$ cat config.mk
export PLATFORM = sky130hd
export DESIGN_NAME = ref_window_streamer
export DESIGN_NICKNAME = d
export VERILOG_FILES = /design/src/rtl/ref_window_streamer.sv
export SDC_FILE = /design/constraint.sdc
export NUM_CORES = 1
export LEC_CHECK = 0
export BUFFER_PORTS_ARGS = -buffer_cell sky130_fd_sc_hd__buf_2
export CAP_MARGIN = 20
export CORE_MARGIN = 3
export CORE_UTILIZATION = 45
export DETAILED_ROUTE_END_ITERATION = 10
export PLACE_DENSITY_LB_ADDON = 0.25
export RECOVER_POWER = 50
export SLEW_MARGIN = 20
export SYNTH_ARGS = -nofsm -noshare
export SYNTH_HDL_FRONTEND = slang
export SYNTH_SLANG_ARGS = --single-unit
$ cat constraint.sdc
create_clock -name clk -period 3.2 [get_ports clk]
set_input_delay 0.16 -clock clk [delete_from_list [all_inputs] [get_ports clk]]
set_output_delay 0.16 -clock clk [all_outputs]
set_load 0.05 [all_outputs]
$ cat src/rtl/ref_window_streamer.sv
module ref_window_streamer #(
  parameter int PIC_W = 32,
  parameter int PIC_H = 24,
  parameter int PIX_W = 8,
  parameter int SZ_W  = 5
) (
  input  logic                             clk,
  input  logic                             rst_n,
  input  logic                             req_valid,
  output logic                             req_ready,
  input  logic [SZ_W-1:0]                  req_w,
  input  logic [SZ_W-1:0]                  req_h,
  input  logic [$clog2(PIC_W)-1:0]         req_x,
  input  logic [$clog2(PIC_H)-1:0]         req_y,
  output logic                             mem_rd,
  output logic [$clog2(PIC_W*PIC_H)-1:0]   mem_addr,
  input  logic [PIX_W-1:0]                 mem_data,
  output logic                             out_valid,
  input  logic                             out_ready,
  output logic [PIX_W-1:0]                 out_pix,
  output logic                             out_eol,
  output logic                             done
);
  localparam int XW = $clog2(PIC_W);
  localparam int YW = $clog2(PIC_H);
  localparam int AW = $clog2(PIC_W*PIC_H);
  localparam int CW = ((XW > YW) ? XW : YW) + 2;

  typedef enum logic [1:0] {S_IDLE, S_ROW, S_RUN, S_LAST} st_t;
  st_t state;

  logic [SZ_W-1:0]        blk_w, blk_h, col, row;
  logic signed [CW-1:0]   org_x, org_y, cur_x, cur_y;
  logic [AW-1:0]          row_base;
  logic                   pend, pend_eol;
  logic                   issue, last_col, last_row;

  function automatic logic [XW-1:0] clamp_x(input logic signed [CW-1:0] v);
    if (v < 0) return '0;
    else if (v > $signed(CW'(PIC_W-1))) return XW'(PIC_W-1);
    else return v[XW-1:0];
  endfunction

  function automatic logic [YW-1:0] clamp_y(input logic signed [CW-1:0] v);
    if (v < 0) return '0;
    else if (v > $signed(CW'(PIC_H-1))) return YW'(PIC_H-1);
    else return v[YW-1:0];
  endfunction

  assign cur_x     = org_x + $signed(CW'(col));
  assign cur_y     = org_y + $signed(CW'(row));
  assign last_col  = (col == blk_w + SZ_W'(4));
  assign last_row  = (row == blk_h + SZ_W'(4));
  assign issue     = (state == S_RUN) && (!pend || out_ready);

  assign req_ready = (state == S_IDLE);
  assign mem_rd    = issue;
  assign mem_addr  = row_base + AW'(clamp_x(cur_x));
  assign out_valid = pend;
  assign out_pix   = mem_data;
  assign out_eol   = pend_eol;

  always_ff @(posedge clk) begin
    if (!rst_n) begin
      state    <= S_IDLE;
      pend     <= 1'b0;
      pend_eol <= 1'b0;
      done     <= 1'b0;
      blk_w    <= '0;
      blk_h    <= '0;
      col      <= '0;
      row      <= '0;
      org_x    <= '0;
      org_y    <= '0;
      row_base <= '0;
    end else begin
      done <= 1'b0;
      if (pend && out_ready) pend <= 1'b0;
      if (issue) begin
        pend     <= 1'b1;
        pend_eol <= last_col;
      end
      case (state)
        S_IDLE: if (req_valid) begin
          blk_w <= req_w;
          blk_h <= req_h;
          org_x <= $signed(CW'(req_x)) - $signed(CW'(2));
          org_y <= $signed(CW'(req_y)) - $signed(CW'(2));
          row   <= '0;
          state <= S_ROW;
        end
        S_ROW: begin
          row_base <= AW'(clamp_y(cur_y)) * AW'(PIC_W);
          col      <= '0;
          state    <= S_RUN;
        end
        S_RUN: if (issue) begin
          col <= col + SZ_W'(1);
          if (last_col) begin
            if (last_row) state <= S_LAST;
            else begin
              row   <= row + SZ_W'(1);
              state <= S_ROW;
            end
          end
        end
        default: if (pend && out_ready) begin
          done  <= 1'b1;
          state <= S_IDLE;
        end
      endcase
    end
  end

  p_idle_quiet_r1: assert property (@(posedge clk) disable iff (!rst_n)
    req_ready |-> !out_valid);
  p_addr_range_r4: assert property (@(posedge clk) disable iff (!rst_n)
    mem_rd |-> (mem_addr < AW'(PIC_W*PIC_H)));
  p_read_fill_r5: assert property (@(posedge clk) disable iff (!rst_n)
    mem_rd |=> out_valid);
  p_stall_hold_r6: assert property (@(posedge clk) disable iff (!rst_n)
    (out_valid && !out_ready) |-> !mem_rd);
  p_done_pulse_r7: assert property (@(posedge clk) disable iff (!rst_n)
    done |=> !done);
  p_done_idle_r7: assert property (@(posedge clk) disable iff (!rst_n)
    done |-> (req_ready && !out_valid));
endmodule

==> results.yml, run 1 <==
synthesis:
  synth_largest_area_cell: "dfxtp_1"
  synth_fp_nets: 338
  synth_compound_area_frac: 0.202
  synth.area.mux_share: 0.0121
  synth_ff_type: "dfxtp_1"
  synth.most_common_cell: "nand2_1"
  synth_cells: 285
  synth-edff-count: 0
  ys_types: 42
  async_reset_ff_frac: 0
  synth.avg_cell_area_um2: 8.68
  ys_top_cells_by_count: "nand2_1 (43), dfxtp_1 (42), ha_1 (19), xnor2_1 (16), a21oi_1 (15)"
  synth_fa_ha_area_frac: 0.112
  yosysTopAreaCellShare: 0.340
  synth_top_family_by_area: "compound AO/OA/AOI/OAI gates"
  synthXorXnorAreaFrac: 0.0905
  synth.ff_latch_count: 42
  synth.area.top_cells: "dfxtp_1 (34%), ha_1 (9.6%), nand2_1 (6.5%)"
  yosys_warnings: 0
  yosysSeqAreaShare: 0.340
  synth-simple-area-share: 0.191
  syn_area_mm2: 0.00247
hold_path:
  hold_path_class: "in2reg"
timing:
  fin_crit_ns: 2.65
  setup_viol: 0
  tightest_slew_ns: 0.713
  timing.final.hold_violations: 0
  slew_headroom: 0.525
  rsz0062_at_grt: "false"
  whs_ns: 0.117
  setup_tns_ns: 0
  setup_ws_ns: 0.548
  finClkSkew_ns: 0.0109
  fmax_mhz: 377
  period_share: 0.829
  drv_slew: 0
clock_tree:
  post_cts_resized: 0
  clockBufferDepth: 2
  root_buffer: "clkbuf_8"
  h-tree-depth: 2
  clk_pin_slew_worst_paths_ns: 0.08
  hold_buffers: 0
  cts_buffers: 5
  cts_setup_buffers: 0
  clock-sinks: 42
  clkLatencyLatePin_ns: 0.29
  cts_tree: "yes"
placed_design:
  hpwl_um: 3750
  placed_area_mm2: 0.00267
  gp_congestion: 0.796
  dp_cells: 377
  dp_slack_ns: 0.792
  io_buffers: 38
power:
  switchingPower_uw: 421
  powerDensity_mw_per_mm2: 462
  clkPwrFrac: 0.277
  swShare: 0.332
  power.leakage_nw: 1.26
  p_seq_frac: 0.462
  ir_worst_vdd_v: 0.000253
  p_total_mw: 1.27
  p_comb_frac: 0.261
  internal_power_uw: 849
setup_path:
  cp_max_fo: 6
  critical_path_class: "reg2out"
  startpoint_type: "flip-flop"
  crit_arrival_ns: 2.49
  required_ns: 3.04
  end_kind: "output pin"
drt:
  antenna_left: 0
  drc_errors: 0
  post_drt_wl_per_cell_um: 13.1
  avgViaCountPerCell: 5.24
  wl_um: 5050
  drt-initial-drc-count: 76
  via_count: 2019
  drt-pass1-iter-count: 4
final_layout:
  final_util: 0.528
  fin_area_mm2: 0.00275
  n_antenna_cell: 0
  area_growth_pct: 11.1
  drive_gt1_frac: 0.127
  fin_nets: 367
  fin_cells: 385
die:
  core_area_mm2: 0.00520
  rows: 26
  dieArea_mm2: 0.00643
  die_height_um: 80.2
  ios: 55
  dieWidth_um: 80.2
  start_util: 0.475
outcome:
  outcome: "completed"
global_routing:
  grt_pass1_wl_um: 8740
  antenna_found_initial: 0
  grt_max_degree: 44
  grt_pass1_vias: 1915
  grt-ovfl-total: 0
  grt_usage: 0.171
flow_run:
  maxCapViolCount: 0
-- worst max-delay path, stage by stage, from the launching register on --
cell and delay [ns]:
dfxtp_1 0.37, ha_1 0.25, fa_1 0.40, a21o_1 0.17, a21oi_1 0.21, nor2b_1 0.07, or3_1 0.39, o21a_1 0.13
buf_2 0.20
-- cell type report --
type / count / area (µm²)
Timing Repair Buffer: 39 / 186
Inverter: 10 / 37.5
Sequential cell: 42 / 841
Fill cell: 499 / 2450
Tap cell: 70 / 87.6
Multi-Input combinational cell: 216 / 1500
Clock buffer: 6 / 82.6
Clock inverter: 2 / 12.5
-- routing by layer --
layer  vias to the layer above  share of wire  global-route usage  routed length [µm]
li1                       1050              -                   -                   -
met2                        48           0.43               0.267                2170
met1                       914           0.51               0.231                2570
met5                         -              0                   0                   0
met4                         0         0.0087              0.0456                  44
met3                         7          0.052              0.0471                 261
-- placed cells by master, fill, tap and decap left out, types with 7 or more instances in the layout --
cell type,Yosys,routed
o21ai_0,10,10
o211a_1,8,8
buf_2,0,29
a21oi_1,15,15
ha_1,19,19
nand2_1,43,43
clkbuf_1,9,9
a21boi_0,13,13
xnor2_1,16,16
nor2_1,13,13
nor2b_1,13,13
dfxtp_1,42,42
xor2_1,7,7
inv_1,10,10
-- path summary, 6_finish.rpt --
check | startpoint | endpoint | slack (ns) | depth (start not counted)
min reg2reg | org_x[0] | org_x[0] | 0.48 | 2
max reg2reg | state[0] | row[4] | 0.69 | 8
max | col[0] | mem_addr[2] | 0.55 | 8
min | req_w[3] | blk_w[3] | 0.12 | 3
-- power groups by stage --
| stage | registers (mW) | clock network [mW] | logic [mW] |
|---|---|---|---|
| 6_report | 0.587 | 0.352 | 0.331 |
| 5_1_grt | 0.593 | 0.388 | 0.372 |
| 4_1_cts | 0.587 | 0.366 | 0.337 |
| 3_5_place_dp | 0.599 | 0 | 0.335 |
| 3_3_place_gp | 0.598 | 0 | 0.332 |
| 2_1_floorplan | 0.606 | 0 | 0.270 |
-- cells by family after synthesis --
kind of cell	count (synthesis)
simple gates	97
compound gates	71
flops	42
buf+inv	27
xor+xnor	24
fa+ha+maj	21
mux	3
-- sequential cells by signal, indices dropped and copies added (netlist names) --
name	cells
row	5
out_eol	1
blk_h	5
row_base	5
org_x	6
out_valid	1
col	5
org_y	6
done	1
state	2
blk_w	5
No activity file was read; power rests on OpenSTA's default activity.
==> run 2: changes to the inputs <==
clock period = 2.6 ns   (was 3.2 ns; I/O delays follow)
==> results.yml, run 2 (synthesis gave the netlist of run 1 again) <==
outcome:
  outcome: "completed"
timing:
  period_share: 0.963
  tightest_slew_ns: 0.613
  drv_slew: 0
  finClkSkew_ns: 0.0119
  timing.final.hold_violations: 0
  setup_viol: 0
  fmax_mhz: 399
  fin_crit_ns: 2.50
  slew_headroom: 0.591
power:
  p_seq_frac: 0.454
  ir_worst_vdd_v: 0.000335
  power.leakage_nw: 1.27
  swShare: 0.347
  internal_power_mw: 1.04
  switchingPower_uw: 552
  p_total_mw: 1.59
  clkPwrFrac: 0.277
  powerDensity_mw_per_mm2: 569
  p_comb_frac: 0.269
clock_tree:
  clock-sinks: 42
  cts_tree: "yes"
  clk_pin_slew_worst_paths_ns: 0.09
  root_buffer: "clkbuf_8"
  clockBufferDepth: 2
  cts_buffers: 5
  cts_setup_buffers: 0
  clkLatencyLatePin_ns: 0.30
  h-tree-depth: 2
drt:
  drt-initial-drc-count: 87
  avgViaCountPerCell: 5.21
  drc_errors: 0
  post_drt_wl_per_cell_um: 13.3
  via_count: 2017
  antenna_left: 0
  wl_um: 5150
  drt-pass1-iter-count: 4
global_routing:
  grt_pass1_vias: 1890
  grt_pass1_wl_um: 8880
  antenna_found_initial: 0
  grt-ovfl-total: 0
  grt_max_degree: 43
  grt_usage: 0.175
final_layout:
  fin_area_mm2: 0.00280
  n_antenna_cell: 0
  area_growth_pct: 12.9
  layout_commonest_cell: "nand2_1"
  fin_nets: 369
  fillers: 526
  final_cell_mix: "nand2_1 (43), dfxtp_1 (40), buf_2 (24)"
  biggestRegsByFlops: "org_x x6, org_y x6"
  drive_gt1_frac: 0.145
setup_path:
  end_kind: "output pin"
  crit_chain: "ha_1 -> fa_1 -> a21o_1 -> a21oi_2 -> nor2b_1 -> or3_4 -> o21a_1 -> buf_4"
  cp_max_fo: 6
  required_ns: 2.47
  critPathSlowestCell: "fa_1"
  cp_slowest_stage_delay_ns: 0.40
  critical_path_class: "reg2out"
  path_buf_inv: 1
  startpoint_type: "flip-flop"
  crit_arrival_ns: 2.37
  critPathTopFamily: "adder cells"
die:
  die_height_um: 80.2
  dieWidth_um: 80.2
  dieArea_mm2: 0.00643
  ios: 55
  rows: 26
  start_util: 0.475
  core_area_mm2: 0.00520
placed_design:
  io_buffers: 38
  placed_area_mm2: 0.00268
  gp_congestion: 0.780
  hpwl_um: 3790
hold_path:
  hold_path_class: "in2reg"
flow_run:
  maxCapViolCount: 0
## run 2: per-layer routing
| layer | share of wire | global-route usage |
|---|---|---|
| met2 | 0.43 | 0.267 |
| met5 | 0 | 0 |
| met3 | 0.049 | 0.0415 |
| met4 | 0.013 | 0.0507 |
| met1 | 0.51 | 0.245 |
## run 2: power by group through the flow
stage,logic (mW),clock network [mW],registers (mW)
finish,0.428,0.440,0.722
global route,0.475,0.483,0.729
CTS,0.420,0.447,0.722
detailed placement,0.418,0,0.737
global placement,0.415,0,0.736
floorplan,0.333,0,0.746
## run 2: repair_timing
| action | 4_1_cts | 5_1_grt |
|---|---|---|
| hold buffers | 0 | 0 |
| pin swaps | 0 | 0 |
| endpoints found under the setup margin | 5 | 5 |
| resized for setup | 1 | 16 |
## run 2: stage by stage
step	instances	TNS (ns)	hold WS, ns	worst slack, ns	util
3_5_place_dp	379	0	0.260	0.298	0.515
5_1_grt	387	-0.0172	0.0798	-0.0101	0.537
3_3_place_gp	379	0	0.260	0.357	0.515
4_1_cts	387	0	0.0583	0.00624	0.534
2_1_floorplan	285	0	0.275	0.284	-
6_report	387	0	0.0657	0.0964	0.537
## run 2: layout make-up
class,instances,area (µm²),share of cell area
Clock buffer,5,68.8,0.0246
Clock inverter,3,23.8,0.00850
Inverter,10,37.5,0.0134
Multi-Input combinational cell,216,1510,0.541
Sequential cell,42,843,0.302
Tap cell,70,87.6,0.0313
Timing Repair Buffer,41,223,0.0797
## run 2: worst register-to-register path: cells and delay by family, from the launching register on
| kind | cells | cell delay [ns] |
|---|---|---|
| DFF | 1 | 0.34 |
| AOI/OAI and AO/OA | 2 | 0.70 |
| adders and majority gates | 1 | 0.30 |
| and+or+nand+nor | 2 | 0.69 |
| xor gates and xnor gates | 1 | 0.14 |
## run 2: worst paths after layout
| kind | start | endpoint | slack (ns) | cells after the start |
|---|---|---|---|---|
| hold / removal | req_w[4] | blk_w[4] | 0.07 | 3 |
| setup reg to reg | blk_w[2] | row[4] | 0.35 | 6 |
| setup / recovery | col[0] | mem_addr[0] | 0.1 | 8 |
| hold reg to reg | blk_h[3] | blk_h[3] | 0.48 | 2 |
==> run 3: changes to the inputs <==
BUFFER_PORTS_ARGS = default   (was -buffer_cell sky130_fd_sc_hd__buf_2)
DONT_BUFFER_PORTS = 1   (was default)
==> results.yml, run 3 (synthesis gave the netlist of run 1 again) <==
clock_tree:
  clk_pin_slew_worst_paths_ns: 0.08
  cts_tree: "yes"
  cts_buffers: 5
  clockBufferDepth: 2
  h-tree-depth: 2
  clkLatencyLatePin_ns: 0.29
  clock-sinks: 42
  cts_setup_buffers: 0
  root_buffer: "clkbuf_8"
timing:
  setup_viol: 0
  fmax_mhz: 404
  fin_crit_ns: 2.48
  whs_ns: 0.0138
  tightest_slew_ns: 0.636
  rsz0062_at_grt: "false"
  drv_slew: 0
  timing.final.hold_violations: 0
  period_share: 0.953
  setup_ws_ns: 0.123
  slew_headroom: 0.576
  finClkSkew_ns: 0.00610
  setup_tns_ns: 0
final_layout:
  final_cell_mix: "nand2_1 (43), dfxtp_1 (40), ha_1 (19)"
  layout_commonest_cell: "nand2_1"
  n_antenna_cell: 0
  fin_nets: 351
  area_growth_pct: 13.2
  final_util: 0.538
  drive_gt1_frac: 0.0769
  fin_cells: 369
  fillers: 507
  fin_area_mm2: 0.00280
  biggestRegsByFlops: "org_x x6, org_y x6"
drt:
  drt-pass1-iter-count: 4
  drt-initial-drc-count: 119
  post_drt_wl_per_cell_um: 14.5
  wl_um: 5340
  avgViaCountPerCell: 5.40
  drc_errors: 0
  antenna_left: 0
  via_count: 1991
placed_design:
  placed_area_mm2: 0.00254
  dp_slack_ns: 0.326
  gp_congestion: 0.744
  dp_cells: 347
  hpwl_um: 3710
  io_buffers: 0
global_routing:
  use_met2: 0.285
  grt_pass1_wl_um: 9220
  grt_max_degree: 38
  antenna_found_initial: 0
  grt_pass1_vias: 2021
  grt_usage: 0.180
  grt-ovfl-total: 0
  grt.busiest_layer: "met2"
  gr-usage-met3: 0.0448
  globalRouteMet1Util: 0.235
die:
  ios: 55
  core_area_mm2: 0.00520
  dieWidth_um: 80.2
  die_height_um: 80.2
  rows: 26
  start_util: 0.475
  dieArea_mm2: 0.00643
setup_path:
  worstReg2RegStart: "blk_w[2]"
  startpoint_type: "flip-flop"
  end_kind: "output pin"
  cp_max_fo: 6
  crit_arrival_ns: 2.35
  worstSetupStartpoint: "col[1]"
  critical_path_class: "reg2out"
  required_ns: 2.47
power:
  p_total_mw: 1.64
  powerDensity_mw_per_mm2: 585
  power.leakage_nw: 1.24
  ir_worst_vdd_v: 0.000281
hold_path:
  hold_path_class: "in2reg"
  hold_start: "req_y[1]"
outcome:
  outcome: "completed"
flow_run:
  maxCapViolCount: 0
==> run 3: changes by cell type in the layout (fill, tap and decap cells not counted) <==
cell / delta
buf_2: -24
dlygate4sd3_1: +13
clkbuf_1: -8
buf_4: +3
buf_6: -3
clkbuf_8: +3
clkinvlp_4: -2
buf_12: +1
inv_6: -1
==> run 3: routing by layer <==
metal | share of wire | wire [µm]
met1 | 0.50 | 2660
met2 | 0.44 | 2350
met4 | 0.016 | 85
met3 | 0.047 | 252
met5 | 0 | 0
==> run 3: worst max-delay path: stages (launching register included) <==
cell and delay (ns):
dfxtp_2 0.37, ha_1 0.28, a21o_1 0.10, a21oi_1 0.10, or4b_2 0.64, nand4_1 0.21, o21a_1 0.16, buf_4 0.19
==> run 3: layout make-up <==
class | count | area [µm²] | share of cell area
clock buffer | 8 | 110 | 0.0393
tap | 70 | 87.6 | 0.0313
multi-input combinational | 216 | 1510 | 0.540
inverter | 10 | 37.5 | 0.0134
timing repair buffer | 23 | 211 | 0.0755
sequential | 42 | 843 | 0.301
==> run 3: worst paths after layout <==
kind	to	slack, ns	cells after the start
max reg2reg	row[4]	0.41	6
min	org_y[1]	0.01	2
max	mem_addr[3]	0.12	7
min reg2reg	org_y[0]	0.47	2
==> run 3: where the power goes <==
| group | total [mW] | switching [mW] | internal [mW] |
|---|---|---|---|
| clock network | 0.497 | 0.228 | 0.268 |
| logic | 0.401 | 0.246 | 0.156 |
| registers | 0.741 | 0.0527 | 0.688 |
| total | 1.64 | 0.527 | 1.11 |
==> run 3: repair_timing <==
action | in CTS | in global routing
endpoints found under the hold margin | 36 | 0
gates resized for setup | 0 | 4
hold buffers | 14 | 0
setup endpoints to repair | 0 | 5
